**config.mk**
```make
export PLATFORM = sky130hd
export DESIGN_NAME = evt_irq_regs
export DESIGN_NICKNAME = d
export VERILOG_FILES = /design/src/rtl/evt_irq_pkg.sv /design/src/rtl/evt_irq_ctrl.sv /design/src/rtl/evt_irq_dp.sv /design/src/rtl/evt_irq_regs.sv
export SDC_FILE = /design/constraint.sdc
export NUM_CORES = 1
export LEC_CHECK = 0
export BUFFER_PORTS_ARGS = -buffer_cell sky130_fd_sc_hd__buf_2
export CAP_MARGIN = 20
export CORE_ASPECT_RATIO = 0.75
export CORE_MARGIN = 3
export CORE_UTILIZATION = 25
export CTS_BUF_LIST = sky130_fd_sc_hd__clkbuf_8
export CTS_CLUSTER_SIZE = 30
export DETAILED_ROUTE_END_ITERATION = 7
export SETUP_SLACK_MARGIN = 0.4
export SLEW_MARGIN = 20
export SYNTH_ARGS = -nofsm -noshare
export SYNTH_HDL_FRONTEND = slang
export SYNTH_SLANG_ARGS = --single-unit
```
**constraint.sdc**
```tcl
create_clock -name clk -period 2.66 [get_ports clk]
set_input_delay 0.133 -clock clk [delete_from_list [all_inputs] [get_ports clk]]
set_output_delay 0.133 -clock clk [all_outputs]
set_load 0.01 [all_outputs]
```
**src/rtl/evt_irq_pkg.sv**
```systemverilog
package evt_irq_pkg;
  localparam int DATA_W   = 16;
  localparam int STAT_W   = 4;
  localparam int CODE_W   = 4;
  localparam int BIT_TXST = 3;
  localparam int BIT_TXMK = 2;
  localparam int BIT_JBST = 1;
  localparam int BIT_JBMK = 0;
  localparam int TX_LSB   = 12;
  localparam int RX_LSB   = 8;

  typedef struct packed {
    logic clrStatus;   // soft reset or STOP: force status low
    logic rstMask;     // soft reset: masks to one
    logic wrMask;      // load masks from write data
    logic clrTx;       // write-one clear, transmit start
    logic clrJab;      // write-one clear, jabber
    logic setTx;       // hardware set, transmit start
    logic setJab;      // hardware set, jabber (qualified)
    logic jabHide;     // legacy style hides jabber
    logic rdStat;      // capture status word
    logic rdRing;      // capture ring word
    logic rdOther;     // capture zero
    logic ringVisible; // ring codes visible on read
    logic ringLoad;    // load ring codes
  } ctrlStrobes_t;
endpackage

```
**src/rtl/evt_irq_ctrl.sv**
```systemverilog
module evt_irq_ctrl
  import evt_irq_pkg::*;
#(
  parameter int ADDR_W    = 2,
  parameter int ADDR_STAT = 0,
  parameter int ADDR_RING = 1
) (
  input  logic              softRst,
  input  logic              stopCtl,
  input  logic              tpMode,
  input  logic              legacyStyle,
  input  logic              txStartEvt,
  input  logic              jabberEvt,
  input  logic              ringLoad,
  input  logic [ADDR_W-1:0] regAddr,
  input  logic [STAT_W-1:0] regWdata,
  input  logic              regWr,
  input  logic              regRd,
  output ctrlStrobes_t      strobes
);
  localparam logic [ADDR_W-1:0] A_STAT = ADDR_W'(ADDR_STAT);
  localparam logic [ADDR_W-1:0] A_RING = ADDR_W'(ADDR_RING);

  logic hitStat;
  logic hitRing;
  logic wrStat;

  always_comb begin
    hitStat = (regAddr == A_STAT);
    hitRing = (regAddr == A_RING);
    wrStat  = regWr && hitStat;

    strobes             = '0;
    strobes.clrStatus   = softRst || stopCtl;
    strobes.rstMask     = softRst;
    strobes.wrMask      = wrStat;
    strobes.clrTx       = wrStat && regWdata[BIT_TXST];
    strobes.clrJab      = wrStat && regWdata[BIT_JBST];
    strobes.setTx       = txStartEvt;
    strobes.setJab      = jabberEvt && tpMode && !legacyStyle;
    strobes.jabHide     = legacyStyle;
    strobes.rdStat      = regRd && hitStat;
    strobes.rdRing      = regRd && hitRing;
    strobes.rdOther     = regRd && !hitStat && !hitRing;
    strobes.ringVisible = stopCtl;
    strobes.ringLoad    = ringLoad;
  end
endmodule

```
**src/rtl/evt_irq_dp.sv**
```systemverilog
module evt_irq_dp
  import evt_irq_pkg::*;
(
  input  logic              clk,
  input  logic              hardRstN,
  input  ctrlStrobes_t      strobes,
  input  logic              irqEnable,
  input  logic [STAT_W-1:0] regWdata,
  input  logic [CODE_W-1:0] ringTxCode,
  input  logic [CODE_W-1:0] ringRxCode,
  output logic [DATA_W-1:0] regRdata,
  output logic              irqReq,
  output logic              txSt,
  output logic              jabSt,
  output logic              txMask,
  output logic              jabMask
);
  logic [CODE_W-1:0] txCode;
  logic [CODE_W-1:0] rxCode;
  logic [DATA_W-1:0] statWord;
  logic [DATA_W-1:0] ringWord;
  logic              jabLive;
  logic              irqNext;

  // Status bits: clear forced by reset/STOP, then set beats write-one clear.
  always_ff @(posedge clk or negedge hardRstN) begin
    if (!hardRstN) begin
      txSt  <= 1'b0;
      jabSt <= 1'b0;
    end else if (strobes.clrStatus) begin
      txSt  <= 1'b0;
      jabSt <= 1'b0;
    end else begin
      if (strobes.setTx)       txSt <= 1'b1;
      else if (strobes.clrTx)  txSt <= 1'b0;
      if (strobes.setJab)      jabSt <= 1'b1;
      else if (strobes.clrJab) jabSt <= 1'b0;
    end
  end

  // Mask bits: reset to one, untouched by STOP.
  always_ff @(posedge clk or negedge hardRstN) begin
    if (!hardRstN) begin
      txMask  <= 1'b1;
      jabMask <= 1'b1;
    end else if (strobes.rstMask) begin
      txMask  <= 1'b1;
      jabMask <= 1'b1;
    end else if (strobes.wrMask) begin
      txMask  <= regWdata[BIT_TXMK];
      jabMask <= regWdata[BIT_JBMK];
    end
  end

  // Ring codes keep their value through every reset.
  always_ff @(posedge clk) begin
    if (strobes.ringLoad) begin
      txCode <= ringTxCode;
      rxCode <= ringRxCode;
    end
  end

  always_comb begin
    jabLive  = jabSt && !strobes.jabHide;
    statWord = '0;
    statWord[BIT_TXST] = txSt;
    statWord[BIT_TXMK] = txMask;
    statWord[BIT_JBST] = jabLive;
    statWord[BIT_JBMK] = jabMask && !strobes.jabHide;
    ringWord = '0;
    if (strobes.ringVisible) begin
      ringWord[TX_LSB +: CODE_W] = txCode;
      ringWord[RX_LSB +: CODE_W] = rxCode;
    end
    irqNext = irqEnable && ((txSt && !txMask) || (jabLive && !jabMask));
  end

  always_ff @(posedge clk or negedge hardRstN) begin
    if (!hardRstN) begin
      regRdata <= '0;
    end else if (strobes.rdStat) begin
      regRdata <= statWord;
    end else if (strobes.rdRing) begin
      regRdata <= ringWord;
    end else if (strobes.rdOther) begin
      regRdata <= '0;
    end
  end

  always_ff @(posedge clk or negedge hardRstN) begin
    if (!hardRstN)            irqReq <= 1'b0;
    else if (strobes.rstMask) irqReq <= 1'b0;
    else                      irqReq <= irqNext;
  end
endmodule

```
**src/rtl/evt_irq_regs.sv**
```systemverilog
module evt_irq_regs
  import evt_irq_pkg::*;
#(
  parameter int ADDR_W    = 2,
  parameter int ADDR_STAT = 0,
  parameter int ADDR_RING = 1
) (
  input  logic              clk,
  input  logic              hardRstN,
  input  logic              softRst,
  input  logic              stopCtl,
  input  logic              tpMode,
  input  logic              legacyStyle,
  input  logic              irqEnable,
  input  logic              txStartEvt,
  input  logic              jabberEvt,
  input  logic              ringLoad,
  input  logic [CODE_W-1:0] ringTxCode,
  input  logic [CODE_W-1:0] ringRxCode,
  input  logic [ADDR_W-1:0] regAddr,
  input  logic [STAT_W-1:0] regWdata,
  input  logic              regWr,
  input  logic              regRd,
  output logic [DATA_W-1:0] regRdata,
  output logic              irqReq
);
  ctrlStrobes_t strobes;
  logic txSt;
  logic jabSt;
  logic txMask;
  logic jabMask;

  evt_irq_ctrl #(
    .ADDR_W(ADDR_W), .ADDR_STAT(ADDR_STAT), .ADDR_RING(ADDR_RING)
  ) u_ctrl (
    .softRst(softRst), .stopCtl(stopCtl), .tpMode(tpMode),
    .legacyStyle(legacyStyle), .txStartEvt(txStartEvt),
    .jabberEvt(jabberEvt), .ringLoad(ringLoad), .regAddr(regAddr),
    .regWdata(regWdata), .regWr(regWr), .regRd(regRd), .strobes(strobes)
  );

  evt_irq_dp u_dp (
    .clk(clk), .hardRstN(hardRstN), .strobes(strobes),
    .irqEnable(irqEnable), .regWdata(regWdata),
    .ringTxCode(ringTxCode), .ringRxCode(ringRxCode),
    .regRdata(regRdata), .irqReq(irqReq),
    .txSt(txSt), .jabSt(jabSt), .txMask(txMask), .jabMask(jabMask)
  );
endmodule

```
==> key figures, run 1 <==
Logic synthesis
  • XOR/XNOR share of the synthesized area: 0%
  • EDFF count, synth: 8
  • Ys Warns: 0
  • Syn Area/Cell: 14.1 µm²
  • Mux cell area share after synthesis: 3.12%
  • Asr flop ratio synth: 68.0%
  • Share of the synthesized area in the top cell type: 37.5%
  • Post-synth top area cell: dfrtp_1
  • Post-Synthesis Cells: 71
  • Yosys cell types: 25
  • Synth Cell Area: 1000 µm²
  • Post-synthesis sequential area ratio: 66.7%
  • Post-Synth Simple-Gate Area: 11.7%
  • Largest family of logic cells by synthesized area: compound AO/OA/AOI/OAI gates
  • Synthesized flop and latch total: 25
  • Compound-Gate Fraction of Synth Area: 12.0%
  • Ys flop type: dfrtp_1
  • Adder-Cell Fraction of Synth Area: 0%
  • Top post-synthesis cells by area: dfrtp_1 37%, edfxtp_1 24%, a22o_1 7.9%

Setup path
  • Crit path required time: 2.53 ns
  • Critical Setup Path Class: flop to primary output
  • Slowest CP cell: dfrtp_1
  • CP endpoint kind: primary output
  • CP Launch Type: flop
  • Top Family by Delay on Critical Path: flip-flops
  • Max incr delay on CP: 0.40 ns
  • Worst path bufs/invs: 1
  • Worst-path cell chain: buf_2
  • Crit path DAT: 0.81 ns
  • Largest fanout on the critical path: 2

Pwr
  • Flop pwr share: 59.8%
  • Gate power share: 9.4%
  • Peak supply drop: 0.291 mV
  • Power density over the cells: 557 nW/µm²
  • Power share of the clock group: 30.7%
  • Leak: 0.606 nW
  • Pint: 553 µW
  • Switch share: 22.4%
  • Switching power total: 159 µW

Finish
  • Area grow syn2layout: 27.6%
  • Layout cells sized above 1: 41.4%
  • Fill count: 399
  • Commonest non-fill, non-tap cell in the layout: buf_2
  • Nets@finish: 138
  • Most frequent cells in the layout: 38 x buf_2, 15 x dfrtp_1, 9 x a22o_1
  • Post-route cell area: 1280 µm²
  • Ant. Diodes: 0

CTS
  • Num CTS Buffers: 3
  • Post-CTS Resized: 0
  • Clock-pin slew on the worst setup and hold paths: 0.09 ns
  • Clock latency on the worst-skew pair: 0.26 ns
  • Htree depth: 1
  • CTS Sinks: 25
  • Clock buffer depth: 2
  • CTS tree: built
  • CTS Root Cell: clkbuf_8

Timing
  • Slew Limit Fails: 0
  • RSZ-0062 raised after global routing: false
  • TNS Setup: 0 ns
  • Fmax: 1060 MHz
  • Setup violations, final: 0
  • Fin crit share: 35.6%
  • Final Hold Fails: 0
  • Worst Clk Skew: 0.00470 ns
  • Post-layout min period: 0.947 ns

Route
  • Wire length per cell: 12.6 µm
  • Post-route ant nets: 0
  • DR pass1 iterations: 4
  • Post-Route WL: 2050 µm
  • Vias per cell: 4.25
  • Routed vias: 692
  • Drc violations: 0
  • DRC marker count from the first detailed-route iteration: 38

Global routing
  • First-pass GRT wire length: 3430 µm
  • Largest net degree at the start of global routing: 18
  • Vias in the first global route: 716
  • Gr ovfl total: 0
  • Initial antenna violation count: 0
  • All-Layer GR Usage: 9.45%

Run status
  • Status: finished, final reports clean

Placement
  • Dpl cell area: 1220 µm²
  • GP Congestion: 0.830
  • PortBufs: 38
  • Post-DP HPWL: 1620 µm

Die
  • Row cnt: 19
  • Die Area: 4810 µm²
  • CORE AREA: 3760 µm²
  • IO Count: 43
  • Die Height: 60.8 µm
  • Initial core utilization: 26.7%
  • Width of the chip: 79.1 µm

Flow run
  • Max-cap viol count: 0

Worst hold path
  • Hold Crit Class: input pin to flop
cells in the mapped netlist (all sizes together), types with 2 or more instances:
| cell | instances |
|---|---|
| edfxtp | 8 |
| inv | 3 |
| o32ai | 2 |
| a22o | 9 |
| dfstp | 2 |
| nand2 | 2 |
| buf | 6 |
| nor2 | 6 |
| nor4b | 3 |
| mux2i | 2 |
| nand2b | 2 |
| dfrtp | 15 |
worst register-to-register path: stages (launching register included):
cell and delay, ns:
dfstp_2 0.56, nand2_1 0.06, o32ai_1 0.23
power by group through the flow:
stage / registers, mW / logic, mW / clock network (mW)
after floorplan: 0.436 / 0.0277 / 0
after global placement: 0.434 / 0.0655 / 0
after detailed placement: 0.435 / 0.0669 / 0
after CTS: 0.427 / 0.0685 / 0.232
after global routing: 0.429 / 0.0766 / 0.254
final: 0.426 / 0.0672 / 0.219
layout make-up:
type / instances / area (µm²) / area share, %
multi-input combinational: 39 / 284 / 22.2
clock inverter: 1 / 5.00 / 0.391
sequential: 25 / 668 / 52.3
inverter: 4 / 15.0 / 1.17
timing repair buffer: 39 / 200 / 15.7
tap: 52 / 65.1 / 5.09
clock buffer: 3 / 41.3 / 3.23
per-layer routing:
metal	GRT usage [%]	vias to the layer above	part of all wire, %
li1	-	337	-
met1	12.2	322	41
met2	14.9	31	48
met3	3.26	2	9.5
met4	3.68	0	1.3
met5	0	-	0
final timing paths:
| kind | start | endpoint | slack (ns) | cells after the start |
|---|---|---|---|---|
| max in group asynchronous | hardRstN | u_dp.txMask$_DFFE_PN1P_ | 2.04 | 2 |
| max | u_dp.regRdata[12]$_DFFE_PN0P_ | regRdata[12] | 1.71 | 1 |
| max reg2reg | u_dp.txMask$_DFFE_PN1P_ | u_dp.regRdata[2]$_DFFE_PN0P_ | 1.71 | 2 |
| min reg2reg | u_dp.rxCode[3]$_DFFE_PP_ | u_dp.regRdata[11]$_DFFE_PN0P_ | 0.47 | 1 |
| min | ringRxCode[1] | u_dp.rxCode[1]$_DFFE_PP_ | 0.04 | 1 |
| min in group asynchronous | hardRstN | u_dp.jabSt$_DFFE_PN0P_ | 0.30 | 2 |
sequential cells by signal, summed over array words and instances, names as in the netlist:
name / count
u_dp.jabMask: 1
u_dp.txSt: 1
u_dp.rxCode: 4
u_dp.regRdata: 12
u_dp.txMask: 1
u_dp.jabSt: 1
u_dp.irqReq: 1
u_dp.txCode: 4
kinds of logic (layout without fill, tap and decap cells):
family          after synthesis  after routing
compound gates               14             14
buf+inv                      10             47
flops                        25             25
mux                           3              3
other cells                   1              4
simple gates                 18             18
per-stage QoR:
stage          power [mW]  hold slack, ns  util, %  setup WS [ns]  cells
6_report            0.713          0.0372     34.0           1.71    163
2_1_floorplan       0.464          -0.163        -           1.77     74
4_1_cts             0.728          0.0260     34.0           1.70    163
3_3_place_gp        0.500          0.0647     32.5           1.73    158
5_1_grt             0.759          0.0196     34.0           1.64    163
3_5_place_dp        0.502          0.0717     32.5           1.70    158
timing repair:
item                      CTS  global route
hold buffers                1             0
setup buffers               0             0
hold endpoints to repair   15             0
Power figures use the tool's default switching activity.
==> inputs of run 2 (changes only) <==
==> constraint.sdc (replaced) <==
create_clock -name clk -period 0.8 [get_ports clk]
set_input_delay 0.04 -clock clk [delete_from_list [all_inputs] [get_ports clk]]
set_output_delay 0.04 -clock clk [all_outputs]
set_load 0.01 [all_outputs]
==> run 2 against run 1 <==
Final cell count grew 7.4%; hold slack worse by 0.35 ns; clock skew fell by 0.0013 ns; setup slack worse by 1.8 ns; critical path type is now flop to flop; critical endpoint is now u_dp.regRdata[1]$_DFFE_PN0P_; via count grew 6.6%; cell area up 10%; global-route usage increased by 0.58 points; the flow now finishes with violations (negative hold slack, negative setup slack); flip-flop and latch count did not move; non-clock buffer count is 12 higher.
==> key figures, run 2 (synthesis gave the netlist of run 1 again) <==
CTS
  • Clock latency on the worst-skew pair: 0.26 ns (about the same)
  • Htree depth: 1 (unchanged)
  • CTS tree: built
  • CTS Sinks: 25 (unchanged)
  • Num CTS Buffers: 3 (unchanged)
  • Clock-pin slew on the worst setup and hold paths: 0.08 ns (about the same)
  • CTS Root Cell: clkbuf_8
  • Clock buffer depth: 2 (unchanged)

Placement
  • # placed instances: 162 (+2.5%)
  • Dpl cell area: 1250 µm² (+2.5%)
  • Pre-CTS setup slack: -0.101 ns (-1.80 ns)
  • Post-DP HPWL: 1710 µm (+5.4%)
  • GP Congestion: 0.806 (-2.9%)
  • PortBufs: 38 (unchanged)

Worst hold path
  • Hold Crit Class: input pin to async pin

Setup path
  • Slowest CP cell: dfrtp_1
  • Crit path DAT: 1.06 ns (+0.25 ns)
  • CP endpoint kind: flop
  • FF-to-FF End: u_dp.regRdata[1]$_DFFE_PN0P_
  • Critical Setup Path Class: flop to flop
  • Reg2Reg Setup Slack: -0.11 ns (-1.83 ns)
  • Crit path required time: 0.95 ns (-1.58 ns)
  • R2R Path Start: u_dp.jabSt$_DFFE_PN0P_
  • Largest fanout on the critical path: 3 (+1)
  • Max incr delay on CP: 0.39 ns (about the same)
  • Worst-path cell chain: nor4b_2 > mux2_4
  • CP Launch Type: flop
  • R2r worst-path depth: 2 (unchanged)

Finish
  • FF+latch area: 668 µm² (unchanged)
  • Largest register by flop count: u_dp.regRdata
  • Area grow syn2layout: 40.9%
  • Area of the multi-input gates: 312 µm² (+9.7%)
  • Commonest non-fill, non-tap cell in the layout: buf_2
  • Ant. Diodes: 0 (unchanged)
  • Most frequent cells in the layout: 36 x buf_2, 15 x dfrtp_1, 11 x buf_4
  • Max reg flops: 12 (unchanged)
  • Biggest regs: u_dp.regRdata (12), u_dp.rxCode (4), u_dp.txCode (4)
  • Core Util, Final: 37.6% (+3.6 points)
  • Fill count: 387 (-3.0%)
  • Post-route cell area: 1410 µm² (+10%)
  • Layout cells sized above 1: 50.4% (+9.0 points)
  • Finished Layout Cells: 175 (+7.4%)
  • Nets@finish: 150 (+8.7%)

Flow run
  • Max-cap viol count: 0 (unchanged)

Pwr
  • Power density over the cells: 1700 nW/µm² (+210%)
  • Switching power total: 528 µW (+230%)
  • Pint: 1.87 mW (+240%)
  • Peak supply drop: 0.762 mV (+160%)
  • Leak: 0.680 nW (+12%)
  • Flop pwr share: 58.9% (-0.9 points)
  • Switch share: 22.0% (-0.37 points)
  • Power share of the clock group: 29.3% (-1.4 points)
  • Gate power share: 11.8% (+2.4 points)
  • Tot Pwr: 2.40 mW (+240%)

Die
  • Die Height: 60.8 µm (unchanged)
  • Initial core utilization: 26.7% (unchanged)
  • Die Area: 4810 µm² (unchanged)
  • Width of the chip: 79.1 µm (unchanged)
  • IO Count: 43 (unchanged)
  • CORE AREA: 3760 µm² (unchanged)
  • Row cnt: 19 (unchanged)

Global routing
  • All-Layer GR Usage: 10.0% (+0.58 points)
  • Gr ovfl total: 0 (unchanged)
  • Met3 Use GR: 4.01% (+0.74 points)
  • Vias in the first global route: 785 (+9.6%)
  • Most used routing layer: met2
  • Met2 usage: 16.9% (+2.0 points)
  • Initial antenna violation count: 0 (unchanged)
  • Largest net degree at the start of global routing: 18 (unchanged)
  • First-pass GRT wire length: 3530 µm (+2.8%)
  • M1 GR Usage: 10.9% (-1.3 points)

Timing
  • Final Hold Fails: 27 (+27)
  • Setup violations, final: 23 (+23)
  • Fin crit share: 114%
  • RSZ-0062 raised after global routing: true
  • Worst Clk Skew: 0.00340 ns (-0.00131 ns)
  • Fmax: 1090 MHz
  • Post-layout min period: 0.914 ns
  • TNS Setup: -0.765 ns (-0.765 ns)
  • Final hold slack: -0.316 ns (-0.353 ns)
  • Slew Limit Fails: 0 (unchanged)
  • Worst setup margin: -0.114 ns (-1.83 ns)

Run status
  • Failing checks: negative hold slack, negative setup slack
  • Status: finished, violations left

Route
  • DRC marker count from the first detailed-route iteration: 40 (+5.3%)
  • Vias per cell: 4.22 (-0.67%)
  • Routed vias: 738 (+6.6%)
  • Post-Route WL: 2230 µm (+9.0%)
  • DR pass1 iterations: 4 (unchanged)
  • Wire length per cell: 12.8 µm (+1.5%)
  • Drc violations: 0 (unchanged)
  • Post-route ant nets: 0 (unchanged)
-- run 2: area by class of cell --
type	instances	area share (%)
clock inverters	1	0.266
multi-input cells	39	22.1
flip-flops and latches	25	47.3
clock buffers	3	2.92
repair buffers	51	21.8
inverters	4	1.06
well taps	52	4.61
-- run 2: worst max path at each step --
stage | start | end | slack [ns] | cells after the start
detailed placement | u_dp.jabSt$_DFFE_PN0P_ | u_dp.irqReq$_DFF_PN0_ | -0.10 | 2
CTS | u_dp.jabMask$_DFFE_PN1P_ | u_dp.irqReq$_DFF_PN0_ | -0.12 | 2
floorplan | u_dp.jabMask$_DFFE_PN1P_ | u_dp.irqReq$_DFF_PN0_ | -0.07 | 2
finish | u_dp.jabSt$_DFFE_PN0P_ | u_dp.regRdata[1]$_DFFE_PN0P_ | -0.11 | 2
global placement | u_dp.jabMask$_DFFE_PN1P_ | u_dp.irqReq$_DFF_PN0_ | -0.08 | 2
global route | u_dp.jabSt$_DFFE_PN0P_ | u_dp.irqReq$_DFF_PN0_ | -0.16 | 2
-- run 2: power by group through the flow --
stage,logic [mW],clock network (mW),registers [mW]
after floorplan,0.0962,0,1.45
after global placement,0.233,0,1.44
after detailed placement,0.240,0,1.44
after CTS,0.270,0.735,1.41
after global routing,0.312,0.797,1.42
final,0.282,0.704,1.41
-- run 2: timing repair --
item	4_1_cts	5_1_grt
hold endpoints to repair	28	24
pin swaps	3	1
gates resized for setup	3	6
setup buffers	7	2
setup endpoints to repair	30	30
-- run 2: routing by layer --
metal | share of wire, % | wire length [µm]
met1 | 40 | 899
met2 | 51 | 1130
met3 | 7.1 | 158
met4 | 2.0 | 45
met5 | 0 | 0
-- run 2: critical path: cells and delay by family (launching register included) --
family,cells,cell delay [ns]
flip-flops,1,0.39
AND/OR/NAND/NOR,1,0.16
multiplexers,1,0.26
